## src/rtl/tbt_pkg.sv

```systemverilog
package tbt_pkg;
  typedef enum logic {
    CLK_MAIN = 1'b0,
    CLK_SUB  = 1'b1
  } clk_src_e;

  localparam int NUM_IVL = 4;
  localparam int IVL_SEL_W = $clog2(NUM_IVL);
endpackage

```

## src/rtl/tbt_prescaler.sv

```systemverilog
module tbt_prescaler #(
  parameter int CNT_W = 21
) (
  input  logic             clk,
  input  logic             rst_n,
  input  logic             tick,
  input  logic             clr,
  output logic [CNT_W-1:0] cnt,
  output logic [CNT_W-1:0] rise
);
  logic [CNT_W-1:0] cnt_q;
  logic [CNT_W-1:0] cnt_nxt;

  always_comb begin
    cnt_nxt = cnt_q;
    if (clr)       cnt_nxt = '0;
    else if (tick) cnt_nxt = cnt_q + 1'b1;
  end

  // a bit rises when it is low now and high in the next state
  for (genvar i = 0; i < CNT_W; i++) begin : g_rise
    assign rise[i] = ~cnt_q[i] & cnt_nxt[i];
  end

  always_ff @(posedge clk or negedge rst_n) begin
    if (!rst_n) cnt_q <= '0;
    else        cnt_q <= cnt_nxt;
  end

  assign cnt = cnt_q;
endmodule

```

## src/rtl/tbt_interval.sv

```systemverilog
module tbt_interval
  import tbt_pkg::*;
(
  input  logic                 clk,
  input  logic                 rst_n,
  input  logic [NUM_IVL-1:0]   tap_rise,
  input  logic [IVL_SEL_W-1:0] sel,
  input  logic                 flag_clr,
  input  logic                 irq_en,
  output logic                 irq
);
  logic flag_q;
  logic flag_nxt;
  logic hit;

  assign hit = tap_rise[sel];

  always_comb begin
    flag_nxt = flag_q;
    if (flag_clr) flag_nxt = 1'b0;
    if (hit)      flag_nxt = 1'b1;
  end

  always_ff @(posedge clk or negedge rst_n) begin
    if (!rst_n) flag_q <= 1'b0;
    else        flag_q <= flag_nxt;
  end

  assign irq = flag_q & irq_en;
endmodule

```

## src/rtl/tbt_watchdog.sv

```systemverilog
module tbt_watchdog
  import tbt_pkg::*;
(
  input  logic       clk,
  input  logic       rst_n,
  input  logic [1:0] tap_rise,   // [0] main-clock tap, [1] sub-clock tap
  input  clk_src_e   src,
  input  logic       start,
  input  logic       clr,
  input  logic       cnt_clr,
  output logic       rst_pulse
);
  logic       on_q,    on_nxt;
  logic [1:0] stage_q, stage_nxt;
  logic       fire_q,  fire_nxt;
  logic       step;

  assign step = on_q & ((src == CLK_SUB) ? tap_rise[1] : tap_rise[0]);

  always_comb begin
    on_nxt    = on_q | start;
    stage_nxt = stage_q;
    fire_nxt  = 1'b0;
    if (!on_q || clr || cnt_clr) begin
      stage_nxt = 2'd0;
    end else if (step) begin
      if (stage_q == 2'd1) begin
        fire_nxt  = 1'b1;
        stage_nxt = 2'd0;
      end else begin
        stage_nxt = stage_q + 2'd1;
      end
    end
  end

  always_ff @(posedge clk or negedge rst_n) begin
    if (!rst_n) begin
      on_q    <= 1'b0;
      stage_q <= 2'd0;
      fire_q  <= 1'b0;
    end else begin
      on_q    <= on_nxt;
      stage_q <= stage_nxt;
      fire_q  <= fire_nxt;
    end
  end

  assign rst_pulse = fire_q;
endmodule

```

## src/rtl/timebase_wdt.sv

```systemverilog
module timebase_wdt
  import tbt_pkg::*;
#(
  parameter int CNT_W        = 21,
  parameter int IVL_TAP_0    = 10,
  parameter int IVL_TAP_1    = 12,
  parameter int IVL_TAP_2    = 15,
  parameter int IVL_TAP_3    = 19,
  parameter int WDG_TAP_MAIN = 19,
  parameter int WDG_TAP_SUB  = 12
) (
  input  logic             clk,
  input  logic             rst_n,
  input  logic             tick,
  input  logic             sub_mode,
  input  logic [1:0]       ivl_sel,
  input  logic             irq_en,
  input  logic             flag_clr,
  input  logic             cnt_clr,
  input  logic             wdg_start,
  input  logic             wdg_clr,
  output logic             irq,
  output logic             wdg_rst,
  output logic [CNT_W-1:0] taps
);
  logic [1:0]         sync_q;
  logic               rst_sync_n;
  logic [CNT_W-1:0]   rise;
  logic [NUM_IVL-1:0] ivl_rise;
  logic [1:0]         wdg_rise;
  logic               unused_rise;
  clk_src_e           src;

  // reset asserts at once, releases on the clock
  always_ff @(posedge clk or negedge rst_n) begin
    if (!rst_n) sync_q <= 2'b00;
    else        sync_q <= {sync_q[0], 1'b1};
  end
  assign rst_sync_n = sync_q[1];

  tbt_prescaler #(.CNT_W(CNT_W)) u_pre (
    .clk   (clk),
    .rst_n (rst_sync_n),
    .tick  (tick),
    .clr   (cnt_clr),
    .cnt   (taps),
    .rise  (rise)
  );

  assign ivl_rise    = {rise[IVL_TAP_3], rise[IVL_TAP_2], rise[IVL_TAP_1], rise[IVL_TAP_0]};
  assign wdg_rise    = {rise[WDG_TAP_SUB], rise[WDG_TAP_MAIN]};
  assign unused_rise = ^rise;
  assign src         = sub_mode ? CLK_SUB : CLK_MAIN;

  tbt_interval u_ivl (
    .clk      (clk),
    .rst_n    (rst_sync_n),
    .tap_rise (ivl_rise),
    .sel      (ivl_sel),
    .flag_clr (flag_clr),
    .irq_en   (irq_en),
    .irq      (irq)
  );

  tbt_watchdog u_wdg (
    .clk       (clk),
    .rst_n     (rst_sync_n),
    .tap_rise  (wdg_rise),
    .src       (src),
    .start     (wdg_start),
    .clr       (wdg_clr),
    .cnt_clr   (cnt_clr),
    .rst_pulse (wdg_rst)
  );
endmodule

```

## config.mk

```make
export PLATFORM = sky130hd
export DESIGN_NAME = timebase_wdt
export DESIGN_NICKNAME = d
export VERILOG_FILES = /design/src/rtl/tbt_pkg.sv /design/src/rtl/tbt_prescaler.sv /design/src/rtl/tbt_interval.sv /design/src/rtl/tbt_watchdog.sv /design/src/rtl/timebase_wdt.sv
export SDC_FILE = /design/constraint.sdc
export NUM_CORES = 1
export LEC_CHECK = 0
export BUFFER_PORTS_ARGS = -buffer_cell sky130_fd_sc_hd__buf_2
export CAP_MARGIN = 20
export CORE_MARGIN = 10
export CORE_UTILIZATION = 52
export CTS_CLUSTER_DIAMETER = 150
export DETAILED_ROUTE_END_ITERATION = 12
export PLACE_DENSITY = 0.89
export SLEW_MARGIN = 20
export SYNTH_ARGS = -nofsm -noshare
export SYNTH_HDL_FRONTEND = slang
export SYNTH_SLANG_ARGS = --single-unit
```

## constraint.sdc

```tcl
create_clock -name clk -period 1.2 [get_ports clk]
set_input_delay 0.24 -clock clk [delete_from_list [all_inputs] [get_ports clk]]
set_output_delay 0.24 -clock clk [all_outputs]
set_load 0.03 [all_outputs]
```

==> run metrics, run 1 <==
post-synthesis sequential area ratio=48.4%; Synth Instances=147; Root Buffer=clkbuf_4; H-tree levels=1; Synth cell types=39; GRT worst endpoint=u_pre.cnt[14]$_DFFE_PN0P_/D; die height=72.7 µm; Failed at=global routing; IO Pins=34; Syn Area/Cell=9.84 µm²; die width=72.7 µm; worst ep type=register data pin; Post-synth EDFFs=0; largest net degree at the start of global routing=16; Synth Cell Area=1450 µm²; RD Place Congestion=0.850; Post-synth ARST share=100%; Yosys reg bits=28; DPL Wire Length=3030 µm; Num CTS Buffers=3; Most used DFF post-synth=dfrtp_1; # rows=19; syn nets=159; deepest clock path buffer count=2; clock sink count=28; status=aborted with a tool error; Yosys warning count=0; port bufs=33; initial core utilization=53.4%; Err=[ERROR DPL-0038] Utilization greater than 100%, impossible to legalize
==> cells by family after synthesis <==
| kind of cell | Yosys count | synth area share (%) |
|---|---|---|
| mux | 2 | 1.38 |
| buf+inv | 14 | 6.14 |
| xor+xnor | 11 | 6.66 |
| simple gates | 65 | 25.2 |
| other cells | 1 | 0.259 |
| flops | 28 | 48.4 |
| compound gates | 25 | 11.1 |
| fa+ha+maj | 1 | 0.865 |
==> synthesized netlist by cell type, types with 3 or more instances <==
| cell type | instances | area [µm²] |
|---|---|---|
| inv_1 | 6 | 22.5 |
| clkbuf_1 | 3 | 11.3 |
| xnor2_1 | 7 | 61.3 |
| or4_1 | 4 | 30.0 |
| nand2_1 | 11 | 41.3 |
| o21ai_0 | 5 | 25.0 |
| nor2_1 | 16 | 60.1 |
| nand3_1 | 4 | 20.0 |
| nand4_1 | 3 | 18.8 |
| or2_2 | 4 | 25.0 |
| o31ai_1 | 4 | 30.0 |
| xor2_1 | 4 | 35.0 |
| nor4_1 | 5 | 31.3 |
| or3_1 | 3 | 18.8 |
| a21oi_1 | 8 | 40.0 |
| dfrtp_1 | 28 | 701 |
==> through the flow <==
step	TNS (ps)	util, %	worst slack, ps	cells	instance area, µm²
4_1_cts	-8290	91.8	-450	268	2490
2_1_floorplan	-7340	-	-623	147	1510
3_5_place_dp	-6100	72.7	-493	248	1970
3_3_place_gp	-5000	72.7	-405	248	1970
==> what timing repair did <==
| item | CTS |
|---|---|
| gates resized for setup | 95 |
| endpoints found under the setup margin | 42 |
| hold buffers | 1 |
| pin swaps | 19 |
| buffers inserted | 18 |
| hold endpoints to repair | 2 |
==> inputs of run 2 (changes only) <==
- CORE_UTILIZATION: 52 -> 40
- CTS_CLUSTER_DIAMETER: 150 -> unset
- PLACE_DENSITY: 0.89 -> unset
- PLACE_DENSITY_LB_ADDON: unset -> 0.15
==> run metrics, run 2 <==
Routed Wire Length=4970 µm; Final Core Density=79.9%; Post-synth EDFFs=0 (unchanged); routed via count=1537; worst-skew pair later-pin latency=330 ps; setup ws final=-479 ps; syn nets=159 (unchanged); most frequent cells in the layout=49 x buf_6, 47 x buf_4, 15 x nor2_1, 14 x dfrtp_1, 14 x dfrtp_2; DPL Wire Length=3060 µm (+0.87%); Overall Global Routing Usage=15.2%; ANT nets after route=0; port bufs=33 (unchanged); core box area=3420 µm²; startpoint type of the worst setup path=flip-flop; Post-synth ARST share=100% (unchanged); CP endpoint kind=flip-flop; status=finished with violations; DRT iter0 DRCs=85; register area=718 µm²; FF-to-FF Start=u_pre.cnt[0]$_DFFE_PN0P_; P per Cell Area=595 nW/µm²; Yosys reg bits=28 (unchanged); multi-input logic area=908 µm²; die height=80.1 µm (+10%); Worst Path Arrival=1950 ps; most area-consuming cells after synthesis=dfrtp_1 48%, xnor2_1 4.2%, nor2_1 4.2%, nand2_1 2.9%, a21oi_1 2.8%; final hold violations=0; top cells by count, synth=28 x dfrtp_1, 16 x nor2_1, 11 x nand2_1; most common cell in the netlist=dfrtp_1; initial antenna violation count=0; number of max-cap violations=0; overall overflow remaining after global route=0; Synth Cell Area=1450 µm² (unchanged); fin crit share=140%; largest net degree at the start of global routing=27; drt pass-1 iters=4; initial core utilization=42.3% (-11 points); violated checks=setup timing; Synth Instances=147 (unchanged); Via density=5.16; HP Class=in -> reg; die width=80.1 µm (+10%); Pleak=1.26 nW; most common cell after layout, fill and taps aside=buf_6; number of remaining DRC errors=0; final setup vio count=42; # rows=21 (+2); share of the synthesized area in the top cell type=48.4% (unchanged); Worst Skew=6.98 ps; post-route cell area=2730 µm²; Root Buffer=clkbuf_4; Syn Area/Cell=9.84 µm² (unchanged); TritonCTS clock tree=built; RSZ-0062 raised after global routing=true; first-pass GRT wire length=7930 µm; Setup crit start=u_pre.cnt[0]$_DFFE_PN0P_; max FFs per register=21; RD Place Congestion=0.795 (-6.5%); wire per inst=16.7 µm; Finished Layout Cells=298; fin nets=265; share of layout cells above drive strength 1=65.1%; Slew Viols, Final=0; Synth cell types=39 (unchanged); Critical Path RT=1470 ps; die footprint=6420 µm²; Fmax=596 MHz; clock-pin slew on the worst setup and hold paths=160 ps; Final Critical Period=1680 ps; Peak VDD IR=0.000600 V; Num CTS Buffers=3 (unchanged); post-synthesis sequential area ratio=48.4% (unchanged); Most used DFF post-synth=dfrtp_1; synthesis-to-finish area growth=88.6%; placed cells=265 (+6.9%); Hold Startpoint=wdg_start; WHS=97.2 ps; cell taking the most area after synthesis=dfrtp_1; deepest clock path buffer count=2 (unchanged); ant diodes=0; H-tree levels=1 (unchanged); DP Area=2000 µm² (+1.7%); vias in the first global route=1629; Layout fillers=204; Crit Path Category=reg -> reg; CP Max Fanout=4; Yosys warning count=0 (unchanged); clock sink count=28 (unchanged); IO Pins=34 (unchanged)
==> run 2: cell counts after synthesis <==
Identical to the previous run, type by type.
==> run 2: cell type report <==
| cell class | instances | area share (%) |
|---|---|---|
| well taps | 46 | 2.11 |
| clock buffers | 4 | 1.33 |
| multi-input cells | 105 | 33.3 |
| repair buffers | 109 | 36.1 |
| inverters | 6 | 0.826 |
| flip-flops and latches | 28 | 26.3 |
==> run 2: metal layers <==
metal / up-vias / GRT usage [%] / wire, µm
met5: - / 0 / 0
met4: 0 / 2.99 / 19
met3: 2 / 3.45 / 190
met2: 24 / 27.4 / 2640
met1: 777 / 17.9 / 2110
li1: 734 / - / -
==> run 2: where the power goes <==
| group | total [mW] | internal, mW | switching (mW) | leakage, nW |
|---|---|---|---|---|
| Clock | 0.473 | 0.186 | 0.287 | 0.0210 |
| Combinational | 0.184 | 0.0877 | 0.0962 | 0.879 |
| Sequential | 0.967 | 0.955 | 0.0113 | 0.357 |
| Total | 1.62 | 1.23 | 0.394 | 1.26 |
==> run 2: repair_timing <==
action,in CTS,in global routing
hold endpoints to repair,2,0
pin swaps,22,15
resized for setup,96,28
buffers inserted,17,24
gates cloned,0,0
endpoints found under the setup margin,42,45
hold buffers,1,0
==> run 2: final timing paths <==
kind                                                endpoint  slack [ps]  cells past startpoint
worst min-delay path                    u_wdg.on_q$_DFF_PN0_         100                      2
min in group asynchronous                sync_q[0]$_DFF_PN0_         190                      2
max in group asynchronous           u_pre.cnt[4]$_DFFE_PN0P_         670                      1
worst min register to register  u_wdg.stage_q[0]$_DFFE_PN0P_         250                      1
worst max-delay path               u_pre.cnt[14]$_DFFE_PN0P_        -480                      5
worst max register to register     u_pre.cnt[14]$_DFFE_PN0P_        -480                      5
==> run 2: logic make-up after synthesis <==
group,count (synthesis),share of synthesized area (%)
AO/OA/AOI/OAI,25,11.1
XOR/XNOR,11,6.66
adder cells (fa/ha/maj),1,0.865
buffers and inverters,14,6.14
flip-flops,28,48.4
multiplexers,2,1.38
other,1,0.259
AND/OR/NAND/NOR,65,25.2
==> run 2: stage by stage <==
stage / power [mW] / setup TNS, ps / worst slack [ps]
after floorplan: 1.06 / -7340 / -623
after global placement: 1.13 / -5430 / -432
after detailed placement: 1.13 / -6350 / -517
after CTS: 1.63 / -8140 / -459
after global routing: 1.69 / -11350 / -543
final: 1.62 / -8930 / -479
==> run 2: worst max-delay path, cell delays in order (launching register included) <==
cell and delay, ps:
dfrtp_2 440, ha_4 170, nand3_4 90, or4_4 430, or3_1 370, a21oi_2 130
No activity file was read; power rests on OpenSTA's default activity.
==> inputs of run 3 (changes only) <==
- CORE_UTILIZATION: 40 -> 30
==> run metrics, run 3 (synthesized netlist as in run 2, its figures left out) <==
largest net degree at the start of global routing=22 (-19%); max FFs per register=21 (unchanged); Worst Skew=8.59 ps (+1.62 ps); status=finished with violations; Worst Path Arrival=1890 ps (-60 ps); # rows=25 (+19%); DPL Wire Length=3220 µm (+5.3%); fin nets=262 (-1.1%); H-tree levels=1 (unchanged); port bufs=33 (unchanged); most common cell after layout, fill and taps aside=buf_6; die width=89.4 µm (+12%); drt pass-1 iters=4 (unchanged); Pleak=1.27 nW (+1.3%); IO Pins=34 (unchanged); slowest CP cell=dfrtp_2; Final Core Density=60.0% (-20 points); overall overflow remaining after global route=0 (unchanged); placed cells=272 (+2.6%); P per Cell Area=678 nW/µm² (+14%); Root Buffer=clkbuf_8; worst-skew pair later-pin latency=280 ps (-50 ps); Finished Layout Cells=303 (+1.7%); Buf/Inv on CP=0 (unchanged); slowest stage delay, CP=420 ps (-20 ps); fin crit share=139% (-0.96 points); clock-pin slew on the worst setup and hold paths=100 ps (-60 ps); R2R setup slack=-470 ps (about the same); deepest clock path buffer count=2 (unchanged); Routed Wire Length=4910 µm (-1.2%); violated checks=setup timing; ANT nets after route=0 (unchanged); TritonCTS clock tree=built; number of max-cap violations=0 (unchanged); number of remaining DRC errors=0 (unchanged); Peak VDD IR=0.000532 V (-11%); initial antenna violation count=0 (unchanged); final hold violations=0 (unchanged); clock sink count=28 (unchanged); setup ws final=-468 ps (+11.5 ps); Fmax=600 MHz (+0.69%); CP Max Fanout=5 (+1); RD Place Congestion=0.819 (+3.0%); Overall Global Routing Usage=12.7% (-2.5 points); crit-path leading delay family=simple AND/OR/NAND/NOR gates; die height=89.4 µm (+12%); RSZ-0062 raised after global routing=true; initial core utilization=30.8% (-12 points); share of layout cells above drive strength 1=65.9% (+0.78 points); routed via count=1502 (-2.3%); HP Class=reg -> async; Final Critical Period=1670 ps (-11.5 ps); die footprint=8000 µm² (+25%); Layout fillers=397 (+95%); first-pass GRT wire length=7940 µm (about the same); DP Area=2020 µm² (+0.75%); startpoint type of the worst setup path=flip-flop; Via density=4.96 (-3.9%); synthesis-to-finish area growth=94.6%; WHS=129 ps (+31.7 ps); CP endpoint kind=flip-flop; wire per inst=16.2 µm (-2.8%); vias in the first global route=1599 (-1.8%); post-route cell area=2810 µm² (+3.2%); Crit Path Category=reg -> reg; total design power=1.91 mW (+17%); DRT iter0 DRCs=44 (-48%); Critical Path RT=1420 ps (-50 ps); Cell Chain, Critical Path=ha_4 -> nand3_4 -> or3_4 -> or4_4 -> a21oi_2; most frequent cells in the layout=56 x buf_6, 36 x buf_4, 15 x nor2_1, 15 x dfrtp_1, 13 x dfrtp_2; final setup vio count=37 (-12%); core box area=4690 µm² (+37%); Slew Viols, Final=0 (unchanged); Num CTS Buffers=3 (unchanged); ant diodes=0 (unchanged)
[run 3: per-stage QoR]
| step | setup TNS [ps] | setup WS [ps] |
|---|---|---|
| finish | -7510 | -468 |
| global route | -9870 | -512 |
| floorplan | -7340 | -623 |
| CTS | -6800 | -450 |
| global placement | -5720 | -505 |
| detailed placement | -6390 | -530 |
[run 3: worst register-to-register path, stage by stage (launching register included)]
cell     delay, ps
dfrtp_2        420
ha_4           160
nand3_4        100
or3_4          370
or4_4          420
a21oi_2        140
[run 3: layout make-up]
class,instances,area (µm²),area share (%)
repair buffers,106,991,35.2
flip-flops and latches,28,717,25.5
clock buffers,3,41.3,1.47
inverters,6,22.5,0.800
well taps,54,67.6,2.40
multi-input cells,105,945,33.6
clock inverters,1,30.0,1.07
[run 3: worst paths after layout]
path                                           from                           end  cells after the start
setup / recovery           u_pre.cnt[1]$_DFFE_PN0P_     u_pre.cnt[18]$_DFFE_PN0P_                      5
hold / removal                  sync_q[1]$_DFF_PN0_  u_wdg.stage_q[1]$_DFFE_PN0P_                      0
setup reg to reg           u_pre.cnt[1]$_DFFE_PN0P_     u_pre.cnt[18]$_DFFE_PN0P_                      5
hold reg to reg                 sync_q[1]$_DFF_PN0_  u_wdg.stage_q[1]$_DFFE_PN0P_                      0
max in group asynchronous       sync_q[1]$_DFF_PN0_     u_pre.cnt[11]$_DFFE_PN0P_                      1
min in group clk                          wdg_start          u_wdg.on_q$_DFF_PN0_                      2
[run 3: timing repair]
item / in CTS / in global routing
setup endpoints to repair: 41 / 43
cloned: 0 / 0
pin swaps: 18 / 25
hold buffers: 1 / 0
gates resized for setup: 96 / 31
setup buffers: 15 / 18
endpoints found under the hold margin: 2 / 0
[run 3: power breakdown]
group	switching, mW	total (mW)	internal, mW
Sequential	0.0149	0.969	0.954
Clock	0.311	0.758	0.447
Combinational	0.0923	0.179	0.0869
[run 3: metal layers]
layer | part of all wire [%] | track usage [%] | wire (µm) | vias up
met2 | 54 | 22.7 | 2640 | 24
met1 | 41 | 14.6 | 2030 | 742
met3 | 3.6 | 2.73 | 179 | 4
met5 | 0 | 0 | 0 | -
li1 | - | - | - | 732
met4 | 1.2 | 4.48 | 59 | 0
==> inputs of run 4 (changes only) <==
- CORE_AREA: unset -> 10 10 71 73
- CORE_MARGIN: 10 -> unset
- CORE_UTILIZATION: 30 -> unset
- DIE_AREA: unset -> 0 0 81 83
==> run metrics, run 4 (synthesized netlist as in run 2, its figures left out) <==
Peak VDD IR=0.000464 V (-13%); P per Cell Area=616 nW/µm² (-9.2%); largest net degree at the start of global routing=27 (+23%); number of remaining DRC errors=0 (unchanged); ant diodes=0 (unchanged); routed via count=1519 (+1.1%); TNS Setup=-7860 ps (-346 ps); Worst Skew=10.3 ps (+1.72 ps); Clock Power Share=32.3% (-7.5 points); Slew Viols, Final=0 (unchanged); DRT iter0 DRCs=46 (+4.5%); die height=83 µm (-7.2%); port bufs=33 (unchanged); Comb pwr share=10.6% (+1.2 points); core box area=3630 µm² (-23%); Critical Path RT=1410 ps (about the same); Via density=5.13 (+3.5%); fin nets=261 (-0.38%); slowest stage delay, CP=570 ps (+150 ps); ANT nets after route=0 (unchanged); final setup vio count=37 (unchanged); Worst Path Arrival=1920 ps (+30 ps); synthesis-to-finish area growth=90.0%; P_sw=415 µW (-0.72%); Fmax=585 MHz (-2.4%); CP endpoint kind=flip-flop; # rows=22 (-12%); first-pass GRT wire length=7810 µm (-1.6%); Routed Wire Length=5010 µm (+2.0%); hold depth=2; final hold violations=0 (unchanged); HP Class=in -> reg; Place WS=-492 ps (+38.4 ps); initial core utilization=39.8% (+9.0 points); vias in the first global route=1624 (+1.6%); DPL Wire Length=2940 µm (-8.8%); fin crit share=142% (+3.4 points); die footprint=6720 µm² (-16%); WHS=152 ps (+22.6 ps); number of max-cap violations=0 (unchanged); Overall Global Routing Usage=14.0% (+1.2 points); placed cells=265 (-2.6%); TritonCTS clock tree=built; Crit Path Category=reg -> reg; Hold Startpoint=wdg_start; Final Critical Period=1710 ps (+40.7 ps); initial antenna violation count=0 (unchanged); most common cell after layout, fill and taps aside=buf_6; most frequent cells in the layout=51 x buf_6, 40 x buf_4, 15 x nor2_1, 15 x dfrtp_1; internal power=1.28 mW (-14%); CP Max Fanout=5 (unchanged); worst-skew pair later-pin latency=280 ps (about the same); Root Buffer=clkbuf_8; startpoint type of the worst setup path=flip-flop; cells on worst reg2reg path=4 (-1); Reg power frac=57.0% (+6.2 points); FF-to-FF Start=u_pre.cnt[5]$_DFFE_PN0P_; Setup crit start=u_pre.cnt[5]$_DFFE_PN0P_; slowest CP cell=or4_4; RD Place Congestion=0.780 (-4.8%); setup ws final=-508 ps (-40.7 ps); overall overflow remaining after global route=0 (unchanged); Finished Layout Cells=296 (-2.3%); drt pass-1 iters=4 (unchanged); Cell Chain, Critical Path=nand4_4 -> or4_4 -> or3_4 -> a21oi_2; clock-pin slew on the worst setup and hold paths=100 ps (about the same); RSZ-0062 raised after global routing=true; share of layout cells above drive strength 1=66.9% (+1.1 points); die width=81 µm (-9.4%); Pleak=1.23 nW (-3.0%); violated checks=setup timing; wire per inst=16.9 µm (+4.4%); H-tree levels=1 (unchanged); clock sink count=28 (unchanged); Switching Fraction=24.5% (+2.6 points); deepest clock path buffer count=2 (unchanged); status=finished with violations; Num CTS Buffers=3 (unchanged); max FFs per register=21 (unchanged); total design power=1.69 mW (-11%); IO Pins=34 (unchanged)
run 4: changes by cell type in the layout (fill, tap and decap cells not counted), moves of 2 or more:
cell	change
buf_6	-5
buf_4	+4
o21ai_0	+2
o21ai_1	-2
o31ai_1	-2
o31ai_2	+2
or4_1	-2
or4_4	+2
run 4: path summary, 6_finish.rpt:
check / end / slack [ps]
worst min register to register: u_pre.cnt[1]$_DFFE_PN0P_ / 230
min in group asynchronous: u_pre.cnt[1]$_DFFE_PN0P_ / 230
worst min-delay path: u_wdg.on_q$_DFF_PN0_ / 150
worst max register to register: u_pre.cnt[14]$_DFFE_PN0P_ / -510
worst max-delay path: u_pre.cnt[14]$_DFFE_PN0P_ / -510
max in group asynchronous: u_pre.cnt[7]$_DFFE_PN0P_ / 680
run 4: metrics by stage:
stage / util (%) / cell area, µm²
after floorplan: - / 1510
after global placement: 54.8 / 1990
after detailed placement: 54.8 / 1990
after CTS: 68.5 / 2490
after global routing: 75.6 / 2750
final: 75.6 / 2750
run 4: critical path, delay by kind of cell, from the launching register on:
family	cells	cell delay, ps
compound gates	1	120
flops	1	410
simple gates	3	1100
run 4: area by class of cell:
cell class,instances,area (µm²)
multi-input cells,105,953
repair buffers,105,950
fillers,233,886
flip-flops and latches,28,717
well taps,48,60.1
clock buffers,4,45.0
inverters,6,22.5
run 4: routing by layer:
metal / vias to the layer above / share of wire [%] / global-route usage, %
met4: 0 / 0.96 / 4.07
met5: - / 0 / 0
met1: 755 / 41 / 16.5
met3: 6 / 5.2 / 3.77
met2: 29 / 53 / 23.7
li1: 729 / - / -
run 4: timing repair:
| action | 4_1_cts | 5_1_grt |
|---|---|---|
| buffers inserted | 13 | 23 |
| endpoints found under the setup margin | 42 | 44 |
| hold endpoints to repair | 2 | 0 |
| hold buffers | 1 | 0 |
| pin swaps | 21 | 17 |
| gates resized for setup | 88 | 39 |
| cloned | 0 | 1 |
run 4: power groups by stage:
stage	Clock, mW	Sequential (mW)	Combinational [mW]
floorplan	0	1.01	0.0473
global placement	0	0.981	0.132
detailed placement	0	0.982	0.139
CTS	0.542	0.964	0.173
global route	0.602	0.967	0.198
finish	0.547	0.964	0.180
